--- config.mk ---
export PLATFORM = sky130hd
export DESIGN_NAME = ptmr_oc_top
export DESIGN_NICKNAME = d
export VERILOG_FILES = /design/src/rtl/ptmr_pkg.sv /design/src/rtl/ptmr_prescaler.sv /design/src/rtl/ptmr_counter.sv /design/src/rtl/ptmr_cmp.sv /design/src/rtl/ptmr_pin_act.sv /design/src/rtl/ptmr_oc_top.sv
export SDC_FILE = /design/constraint.sdc
export NUM_CORES = 1
export LEC_CHECK = 0
export BUFFER_PORTS_ARGS = -buffer_cell sky130_fd_sc_hd__buf_4
export CORE_MARGIN = 10
export CORE_UTILIZATION = 40
export DETAILED_ROUTE_END_ITERATION = 16
export GPL_TIMING_DRIVEN = 0
export SLEW_MARGIN = 20
export SYNTH_ARGS = -nofsm -noshare
export SYNTH_HDL_FRONTEND = slang
export SYNTH_SLANG_ARGS = --single-unit
--- constraint.sdc ---
create_clock -name clk -period 3.2 [get_ports clk]
set_input_delay 0.64 -clock clk [delete_from_list [all_inputs] [get_ports clk]]
set_output_delay 0.64 -clock clk [all_outputs]
set_load 0.01 [all_outputs]
--- src/rtl/ptmr_pkg.sv ---
package ptmr_pkg;
   localparam int ADDR_W  = 4;
   localparam int SEL_W   = 2;
   localparam int A_PRESC = 0;
   localparam int A_ACT   = 1;
   localparam int A_IEN   = 2;
   localparam int A_FLAG  = 3;
   localparam int A_MASK  = 4;
   localparam int A_MDATA = 5;
   localparam int A_LATCH = 6;
   localparam int A_COUNT = 7;
   localparam int A_CMP0  = 8;

   typedef enum logic [1:0] {
      ACT_OFF  = 2'b00,
      ACT_TGL  = 2'b01,
      ACT_LOW  = 2'b10,
      ACT_HIGH = 2'b11
   } act_e;
endpackage

--- src/rtl/ptmr_prescaler.sv ---
module ptmr_prescaler
   import ptmr_pkg::*;
(
   input  logic             clk,
   input  logic             rst_n,
   input  logic [SEL_W-1:0] sel,
   output logic             tick
);
   localparam int PRE_W = 4;
   logic [PRE_W-1:0] pre_q;
   logic [PRE_W-1:0] lim;

   always_comb begin
      case (sel)
         2'd0:    lim = PRE_W'(0);
         2'd1:    lim = PRE_W'(3);
         2'd2:    lim = PRE_W'(7);
         default: lim = PRE_W'(15);
      endcase
   end

   assign tick = (pre_q >= lim);

   always_ff @(posedge clk or negedge rst_n) begin
      if (!rst_n)    pre_q <= '0;
      else if (tick) pre_q <= '0;
      else           pre_q <= pre_q + 1'b1;
   end
endmodule

--- src/rtl/ptmr_counter.sv ---
module ptmr_counter #(
   parameter int CNT_W = 16
) (
   input  logic             clk,
   input  logic             rst_n,
   input  logic             tick,
   output logic [CNT_W-1:0] cnt,
   output logic [CNT_W-1:0] nxt,
   output logic             wrap
);
   assign nxt  = cnt + 1'b1;
   assign wrap = tick & (&cnt);

   always_ff @(posedge clk or negedge rst_n) begin
      if (!rst_n)    cnt <= '0;
      else if (tick) cnt <= nxt;
   end
endmodule

--- src/rtl/ptmr_cmp.sv ---
module ptmr_cmp #(
   parameter int CNT_W = 16
) (
   input  logic             tick,
   input  logic [CNT_W-1:0] nxt,
   input  logic [CNT_W-1:0] cmp,
   output logic             match
);
   assign match = tick && (nxt == cmp);
endmodule

--- src/rtl/ptmr_pin_act.sv ---
module ptmr_pin_act
   import ptmr_pkg::*;
(
   input  logic [1:0] act,
   input  logic       hit,
   input  logic       cur,
   output logic       apply,
   output logic       val
);
   act_e mode;
   assign mode  = act_e'(act);
   assign apply = hit && (mode != ACT_OFF);

   always_comb begin
      case (mode)
         ACT_TGL:  val = ~cur;
         ACT_LOW:  val = 1'b0;
         ACT_HIGH: val = 1'b1;
         default:  val = cur;
      endcase
   end
endmodule

--- src/rtl/ptmr_oc_top.sv ---
module ptmr_oc_top
   import ptmr_pkg::*;
#(
   parameter int CNT_W       = 16,
   parameter int NCH         = 4,
   parameter int LOCK_CYCLES = 64
) (
   input  logic              clk,
   input  logic              rst_n,
   input  logic              wr_en,
   input  logic [ADDR_W-1:0] wr_addr,
   input  logic [CNT_W-1:0]  wr_data,
   input  logic [ADDR_W-1:0] rd_addr,
   output logic [CNT_W-1:0]  rd_data,
   input  logic [NCH:0]      force_stb,
   output logic [NCH-1:0]    pin_out,
   output logic [NCH:0]      irq_cmp,
   output logic              irq_ovf
);
   localparam int FLG_W = NCH + 2;
   localparam int ACT_W = 2 * NCH;
   localparam int NCMP  = NCH + 1;

   if (NCH < 1 || A_CMP0 + NCH >= (1 << ADDR_W)) begin : g_bad_nch
      $error("ptmr_oc_top: NCH out of range for the address space");
   end
   if (CNT_W < ACT_W || CNT_W < FLG_W) begin : g_bad_w
      $error("ptmr_oc_top: CNT_W too narrow for the control fields");
   end

   logic [SEL_W-1:0] presc_q;
   logic [ACT_W-1:0] act_q;
   logic [FLG_W-1:0] ien_q, flag_q, flag_set, flag_clr;
   logic [NCH-1:0]   mask_q, mdata_q, latch_q, pin_q, conn;
   logic [CNT_W-1:0] cmp_q [NCMP];
   logic [CNT_W-1:0] cnt_q, cnt_nxt;
   logic             tick, wrap, lock_open;
   logic [NCH:0]     match;
   logic [NCH-1:0]   ch_apply, ch_val;

   if (LOCK_CYCLES > 0) begin : g_lock
      localparam int LW = $clog2(LOCK_CYCLES + 1);
      logic [LW-1:0] lk_q;
      always_ff @(posedge clk or negedge rst_n) begin
         if (!rst_n)                      lk_q <= '0;
         else if (lk_q != LW'(LOCK_CYCLES)) lk_q <= lk_q + 1'b1;
      end
      assign lock_open = (lk_q != LW'(LOCK_CYCLES));
   end else begin : g_nolock
      assign lock_open = 1'b1;
   end

   ptmr_prescaler u_pre (.clk(clk), .rst_n(rst_n), .sel(presc_q), .tick(tick));

   ptmr_counter #(.CNT_W(CNT_W)) u_cnt (
      .clk(clk), .rst_n(rst_n), .tick(tick),
      .cnt(cnt_q), .nxt(cnt_nxt), .wrap(wrap)
   );

   for (genvar k = 0; k < NCMP; k++) begin : g_cmp
      ptmr_cmp #(.CNT_W(CNT_W)) u_cmp (
         .tick(tick), .nxt(cnt_nxt), .cmp(cmp_q[k]), .match(match[k])
      );
   end

   for (genvar i = 0; i < NCH; i++) begin : g_pin
      ptmr_pin_act u_act (
         .act(act_q[2*i +: 2]),
         .hit(match[i+1] | force_stb[i+1]),
         .cur(pin_q[i]),
         .apply(ch_apply[i]),
         .val(ch_val[i])
      );
      assign conn[i]    = mask_q[i] | (act_q[2*i +: 2] != 2'b00);
      assign pin_out[i] = conn[i] ? pin_q[i] : latch_q[i];
   end

   function automatic logic wr_hit(input int a);
      return wr_en && (wr_addr == ADDR_W'(a));
   endfunction

   always_ff @(posedge clk or negedge rst_n) begin
      if (!rst_n) begin
         presc_q <= '0;
         act_q   <= '0;
         ien_q   <= '0;
         mask_q  <= '0;
         mdata_q <= '0;
         latch_q <= '0;
         for (int k = 0; k < NCMP; k++) cmp_q[k] <= '0;
      end else begin
         if (wr_hit(A_PRESC) && lock_open) presc_q <= wr_data[SEL_W-1:0];
         if (wr_hit(A_ACT))   act_q   <= wr_data[ACT_W-1:0];
         if (wr_hit(A_IEN))   ien_q   <= wr_data[FLG_W-1:0];
         if (wr_hit(A_MASK))  mask_q  <= wr_data[NCH-1:0];
         if (wr_hit(A_MDATA)) mdata_q <= wr_data[NCH-1:0];
         if (wr_hit(A_LATCH)) latch_q <= wr_data[NCH-1:0];
         for (int k = 0; k < NCMP; k++)
            if (wr_hit(A_CMP0 + k)) cmp_q[k] <= wr_data;
      end
   end

   assign flag_set = {wrap, match};
   assign flag_clr = wr_hit(A_FLAG) ? wr_data[FLG_W-1:0] : '0;

   always_ff @(posedge clk or negedge rst_n) begin
      if (!rst_n) flag_q <= '0;
      else        flag_q <= (flag_q & ~flag_clr) | flag_set;
   end

   always_ff @(posedge clk or negedge rst_n) begin
      if (!rst_n) pin_q <= '0;
      else begin
         for (int i = 0; i < NCH; i++) begin
            if ((match[0] | force_stb[0]) && mask_q[i]) pin_q[i] <= mdata_q[i];
            else if (ch_apply[i])                      pin_q[i] <= ch_val[i];
         end
      end
   end

   assign irq_cmp = flag_q[NCH:0] & ien_q[NCH:0];
   assign irq_ovf = flag_q[NCH+1] & ien_q[NCH+1];

   always_comb begin
      rd_data = '0;
      case (rd_addr)
         ADDR_W'(A_PRESC): rd_data[SEL_W-1:0] = presc_q;
         ADDR_W'(A_ACT):   rd_data[ACT_W-1:0] = act_q;
         ADDR_W'(A_IEN):   rd_data[FLG_W-1:0] = ien_q;
         ADDR_W'(A_FLAG):  rd_data[FLG_W-1:0] = flag_q;
         ADDR_W'(A_MASK):  rd_data[NCH-1:0]   = mask_q;
         ADDR_W'(A_MDATA): rd_data[NCH-1:0]   = mdata_q;
         ADDR_W'(A_LATCH): rd_data[NCH-1:0]   = latch_q;
         ADDR_W'(A_COUNT): rd_data            = cnt_q;
         default: begin
            for (int k = 0; k < NCMP; k++)
               if (rd_addr == ADDR_W'(A_CMP0 + k)) rd_data = cmp_q[k];
         end
      endcase
   end
endmodule

==> Yosys cells after proc, flatten, opt, wreduce, memory -nomap -nowiden <==
Index checks and enable logic that the tools add are counted.
{ "totals": {"out_inout_bits": 26, "elab_cells": 163, "register_bits": 145, "inputBits": 32} }
{ "classes": {"reduce_logical": 49, "n_eq_ne": 43, "muxes": 29, "bitwise_logic": 19, "n_lt_le_gt_ge": 1, "addsub": 3} }
{ "op_table": {"columns": ["cell", "count"], "rows": [
  ["equality test 16 bit", 5],
  ["2-to-1 mux 16 bit", 5],
  ["equality test 4 bit, second input constant", 10],
  ["one-hot mux 2 bit (8 select lines)", 2],
  ["equality test 4 x 3 -> 1 bit, second input constant", 7],
  ["logical AND 1 bit", 26],
  ["equality test 2 bit, second input constant", 9],
  ["adder 16 x 1 -> 16 bit, second input constant", 1],
  ["equality test 4 x 2 -> 1 bit, second input constant", 4],
  ["one-hot mux 8 bit (2 select lines)", 1],
  ["AND reduction 16 bit", 1],
  ["nonzero test 2 bit", 8],
  ["nonzero test 4 bit", 4],
  ["2-to-1 mux 1 bit", 12],
  ["one-hot mux 1 bit (3 select lines)", 4],
  ["one-hot mux 4 bit (3 select lines)", 1],
  ["equality test 2 x 1 -> 1 bit, second input constant", 5],
  ["one-hot mux 2 bit (5 select lines)", 1],
  ["OR 1 bit", 9],
  ["equality test 4 x 1 -> 1 bit, second input constant", 2],
  ["logical NOT 4 bit", 2],
  ["AND reduction 2 bit", 4],
  ["adder 7 x 1 -> 7 bit, second input constant", 1],
  ["inequality test 7 bit, second input constant", 1],
  ["15 further kinds", 19]
]} }

==> Longest topological paths before layout <==
{ "logic_depth": {"depth_word": 8, "ltp_mapped": 11, "mapped_depth_nobuf": 10} }

==> Modules after synthesis <==
From an unflattened synthesis, not the netlist that was laid out.
{ "hier_totals": {"cells_unflattened": 688, "hier_area_um2": 8334.2} }
{ "by_module_without_submodules": {"columns": ["module", "cells_per_inst", "seq_area_each_um2", "area_each_um2", "n_inst"], "rows": [
  ["ptmr_oc_top", 443, 3128.0, 6039.5, 1],
  ["ptmr_counter", 97, 400.4, 973.4, 1],
  ["ptmr_cmp", 22, 0.0, 181.4, 5],
  ["ptmr_prescaler", 26, 100.1, 264.0, 1],
  ["ptmr_pin_act", 3, 0.0, 37.5, 4]
]} }

==> Worst setup path after synthesis <==
Ideal clock, no wire load.
{ "synth_path": {"path_type": "reg2reg", "start": "register u_cnt.cnt[1]", "end": "register pin_q[0]", "path_buffers": 2, "t_required_ns": 3.123, "path_stages_with_launch": 12, "slack_ns": 0.167, "setup_ns": 0.077, "synth_period_minus_slack_ns": 3.033, "arrival_time_ns": 2.955, "path_cell_list": "dfrtp_1 > ha_1 > buf_2 > nand4_2 > buf_6 > or4_4 > nand3_1 > o21ai_0 > or4_1 > o31a_1 > o32a_1 > a21oi_1"} }
{ "synth_via": {"elab_chain_len": 7, "word_cells_on_any_way": 13, "classes_between": "1 x add/sub; 2 x eq/ne; 1 x mux; 2 x bitwise; 7 x reduce/logical"} }
{ "synth_rtl": {"columns": ["item", "line", "source"], "rows": [
  ["from (decl)", "ptmr_counter.sv:7", "output logic [CNT_W-1:0] cnt,"],
  ["from (signal assigned)", "ptmr_counter.sv:16", "else if (tick) cnt <= nxt;"],
  ["adder 16 x 1 -> 16 bit (*)", "ptmr_counter.sv:11", "assign nxt = cnt + 1'b1;"],
  ["equality test 16 bit", "ptmr_cmp.sv:9", "assign match = tick && (nxt == cmp);"],
  ["logical AND 1 bit", "ptmr_cmp.sv:9", null],
  ["OR 1 bit, on equally long branches", "ptmr_oc_top.sv:115, ptmr_oc_top.sv:69", null],
  ["logical AND 1 bit, on equally long branches", "ptmr_oc_top.sv:115, ptmr_pin_act.sv:12", null],
  ["nonzero test 4 bit (no source line) / nonzero test 2 bit (equally long branches)", null, null],
  ["AND reduction 2 bit (no source line)", null, null],
  ["to (signal, indexed assignment)", "ptmr_oc_top.sv:115", "if ((match[0] | force_stb[0]) && mask_q[i]) pin_q[i] <= mdata_q[i];"],
  ["to (signal, indexed assignment)", "ptmr_oc_top.sv:116", "else if (ch_apply[i]) pin_q[i] <= ch_val[i];"],
  ["to (decl)", "ptmr_oc_top.sv:34", "logic [NCH-1:0] mask_q, mdata_q, latch_q, pin_q, conn;"]
]} }
Every way passes the cells marked *; elsewhere a longest branch is shown, timed or not.
A chain may end at the register's enable or synchronous reset.

==> Final worst setup path <==
Same ends and word-level chain as after synthesis.

==> flow_summary.ini <==
[worst_setup_path]
r2r_start = u_cnt.cnt[1]
timing.critical_path.buf_inv = 2
cp.arrival_ns = 3.56
worstSetupPathType = flop to flop
critPathLaunchType = flop
path_cells = ha_2 > buf_6 > and4_1 > buf_4 > a211oi_1 > or4_4 > nor4b_4 > nand4_1 > o31a_1 > o32a_1 > a21oi_2
r2r_slack_ns = 0.003
required_ns = 3.56
cp_num_cells = 11
slowest_delay_ns = 0.54
end_kind = flop
crit_slowest_cell = or4_4
r2r_cells = 11
r2r_end = pin_q[0]
path_delay_family = simple AND/OR/NAND/NOR gates
cp_max_fo = 10

[sta]
slew_viol_final = 0
rsz0062_at_grt = yes
clock_skew_ns = 0.00968
fin_tns_setup_ns = 0
relSlewSlack = 0.204
max_freq_ghz = 0.313
worst_slew_pin_slew_ns = 1.19
setup_viol = 0
holdWs_ns = 0.140
period_needed_ns = 3.20
fin_ws_ns = 0.00321
period_share = 0.999
hold_viol_final = 0

[clocking]
path_clk_slew_ns = 0.06
ctsLongestPathBuffers = 2
clk_latency_ns = 0.43
holdBufCountCts = 0
cts_tree = done
numCtsBuffers = 17
htree_levels = 4
clock-root-buffer = clkbuf_16
cts_sinks = 145

[min_path]
hold_class = input pin to asynchronous set/reset pin

[final_layout]
drive_gt1_frac = 0.305
finish.instance_area_mm2 = 0.0113
nets = 1066
area_growth_pct = 19.8
antenna_cells = 0
final_cells = 1349

[power]
switchingPower_mw = 2.91
clock_power_share = 0.249
leakage_nw = 4.65
pwr-share-comb = 0.385
ir_drop_mv = 0.422
sw_frac_of_total = 0.382
intPower_mw = 4.72
seqPwrFrac = 0.365
powerDensity_mw_per_mm2 = 674

[logic_synthesis]
post_synth_and_or_nand_nor_area_fraction = 0.154
synth_top_family_by_area = multiplexers
syn_avg_cell_area_um2 = 10.2
syn_area_mm2 = 0.00946
synth_compound_area_frac = 0.124
yosysSeqAreaShare = 0.384
async_reset_ff_frac = 1.00
synth_edf_count = 0
ys_ff_latch = 145
synth_cell_type_count = 73
synth-xor-area-share = 0.102
yosys.area_share.adder = 0.0212
ys_warn_count = 0
yosys_most_used_dff = dfrtp_1
synth_mux_area_frac = 0.175
synth_nets = 976
syn_inst = 928

[status]
status = completed

[placed_design]
dp_slack_ns = -1.03
placed_cells = 1305
detailed_place.area_mm2 = 0.0103
port_buffers = 55
gp_congestion = 0.985
dp_hpwl_um = 24000

[detailed_routing]
vias = 8075
antenna_left = 0
post_drt_wl_per_cell_um = 24.1
routed_wl_um = 32500
drt-initial-drc-count = 919
via_per_inst = 5.99
route.detailed.drc = 0
first_pass_iters = 6

[floorplan]
die_w_um = 174
ios = 58
rows = 56
start_util = 0.404
core_area_mm2 = 0.0234
die_h_um = 174
dieArea_mm2 = 0.0302

[global_route]
gr-total-overflow = 0
grt_max_degree = 80
grt_use_total = 0.214
grt_pass1_vias = 7955
antenna_found_initial = 0
grt_pass1_wl_um = 49800

[job]
maxCapViolations = 0
worst max path at each step:
stage | from | end
3_5_place_dp | presc_q[0] | pin_q[3]
6_report | u_cnt.cnt[1] | pin_q[0]
3_3_place_gp | wr_en | cmp_q[62]
5_1_grt | u_cnt.cnt[5] | pin_q[0]
2_1_floorplan | u_cnt.cnt[1] | pin_q[0]
4_1_cts | u_cnt.cnt[1] | pin_q[0]
synthesized netlist by cell type, drive strengths merged, types with 4 or more instances:
library cell,count,area share
a221oi,8,0.0074
o2111ai,6,0.0056
o31ai,6,0.0048
a31oi,8,0.0053
nand4,19,0.013
and3,10,0.0066
nand2,65,0.026
mux2i,9,0.0095
o22ai,5,0.0033
or4,7,0.0060
nor2b,8,0.0053
a32oi,4,0.0037
mux4,13,0.031
xnor2,72,0.067
buf,13,0.0067
a21boi,4,0.0032
a22oi,11,0.0087
o211ai,6,0.0048
nand3,22,0.012
xor2,24,0.022
o31a,5,0.0046
nor4,14,0.0099
nand2b,16,0.011
or3,6,0.0040
a21oi,24,0.013
nor3b,5,0.0040
nor2,49,0.020
ha,16,0.021
mux2,113,0.13
dfrtp,145,0.38
xnor3,5,0.012
a211oi,6,0.0048
a222oi,10,0.011
clkbuf,45,0.018
inv,39,0.015
and4,5,0.0046
nor3,18,0.011
and2,10,0.0066
nor4b,4,0.0037
or2,5,0.0033
o21ai,28,0.015
power groups by stage:
stage / logic (mW) / registers (mW) / clock network, mW
floorplan: 1.84 / 2.60 / 0
global placement: 2.57 / 2.80 / 0
detailed placement: 2.61 / 2.81 / 0
CTS: 2.76 / 2.76 / 1.91
global route: 3.17 / 2.85 / 2.01
finish: 2.94 / 2.79 / 1.90
repair_timing:
action                                  CTS  global route
hold endpoints to repair                  0             0
endpoints found under the setup margin   41            19
buffers inserted                          4            15
gates resized for setup                  22            72
pin swaps                                 2            17
cloned                                    0             1
state kept, by name, summed over array words and instances, names as in the netlist:
name	count
act_q	8
cmp_q	80
flag_q	6
g_lock.lk_q	7
ien_q	6
latch_q	4
mask_q	4
mdata_q	4
pin_q	4
presc_q	2
u_cnt.cnt	16
u_pre.pre_q	4
layer usage:
layer / share of wire / GRT usage
met1: 0.43 / 0.290
met2: 0.46 / 0.325
met3: 0.081 / 0.0416
met4: 0.032 / 0.0908
met5: 0 / 0
worst reg2reg max path, cell delays in order, from the launching register on:
cell,delay [ns]
dfrtp_2,0.40
ha_2,0.19
buf_6,0.13
and4_1,0.17
buf_4,0.19
a211oi_1,0.11
or4_4,0.54
nor4b_4,0.32
nand4_1,0.23
o31a_1,0.41
o32a_1,0.32
a21oi_2,0.13
cells in the final DEF (no fill, tap or decap), types with 6 or more instances in the layout:
| master | netlist | routed |
|---|---|---|
| mux2i_1 | 9 | 9 |
| xor2_1 | 24 | 24 |
| clkbuf_2 | 0 | 8 |
| o211ai_1 | 6 | 6 |
| nor3_1 | 16 | 13 |
| a222oi_1 | 10 | 10 |
| nor2_1 | 48 | 45 |
| nand2_1 | 65 | 63 |
| a31oi_1 | 8 | 7 |
| clkbuf_1 | 45 | 29 |
| nand4_1 | 18 | 18 |
| and3_1 | 10 | 8 |
| xnor2_1 | 71 | 67 |
| nor4_1 | 13 | 10 |
| or3_1 | 6 | 6 |
| clkbuf_16 | 0 | 18 |
| a22oi_1 | 11 | 11 |
| nand3_1 | 21 | 20 |
| o2111ai_1 | 6 | 6 |
| inv_1 | 39 | 39 |
| dfrtp_1 | 145 | 139 |
| mux4_2 | 13 | 13 |
| a21oi_1 | 24 | 23 |
| and2_1 | 10 | 10 |
| ha_1 | 16 | 15 |
| nand2b_1 | 16 | 15 |
| mux2_2 | 112 | 112 |
| o21ai_0 | 28 | 26 |
| a221oi_1 | 8 | 8 |
| buf_4 | 0 | 74 |
| nor2b_1 | 8 | 8 |
| dfrtp_2 | 0 | 6 |
per-stage QoR:
step | total power [mW] | util
floorplan | 4.44 | -
global placement | 5.36 | 0.439
detailed placement | 5.42 | 0.441
CTS | 7.44 | 0.469
global route | 8.03 | 0.484
finish | 7.63 | 0.484
kinds of logic after synthesis:
family,Yosys count
buf+inv,97
compound gates,163
fa+ha+maj,16
flops,145
xor+xnor,101
simple gates,271
mux,135
cell type report:
| type | count | area (um^2) |
|---|---|---|
| fill | 2229 | 12100 |
| multi-input combinational | 686 | 5720 |
| sequential | 145 | 3640 |
| timing repair buffer | 78 | 632 |
| clock buffer | 19 | 433 |
| tap | 319 | 399 |
| buffer | 51 | 248 |
| inverter | 39 | 146 |
| clock inverter | 12 | 110 |
Power figures use the tool's default switching activity.
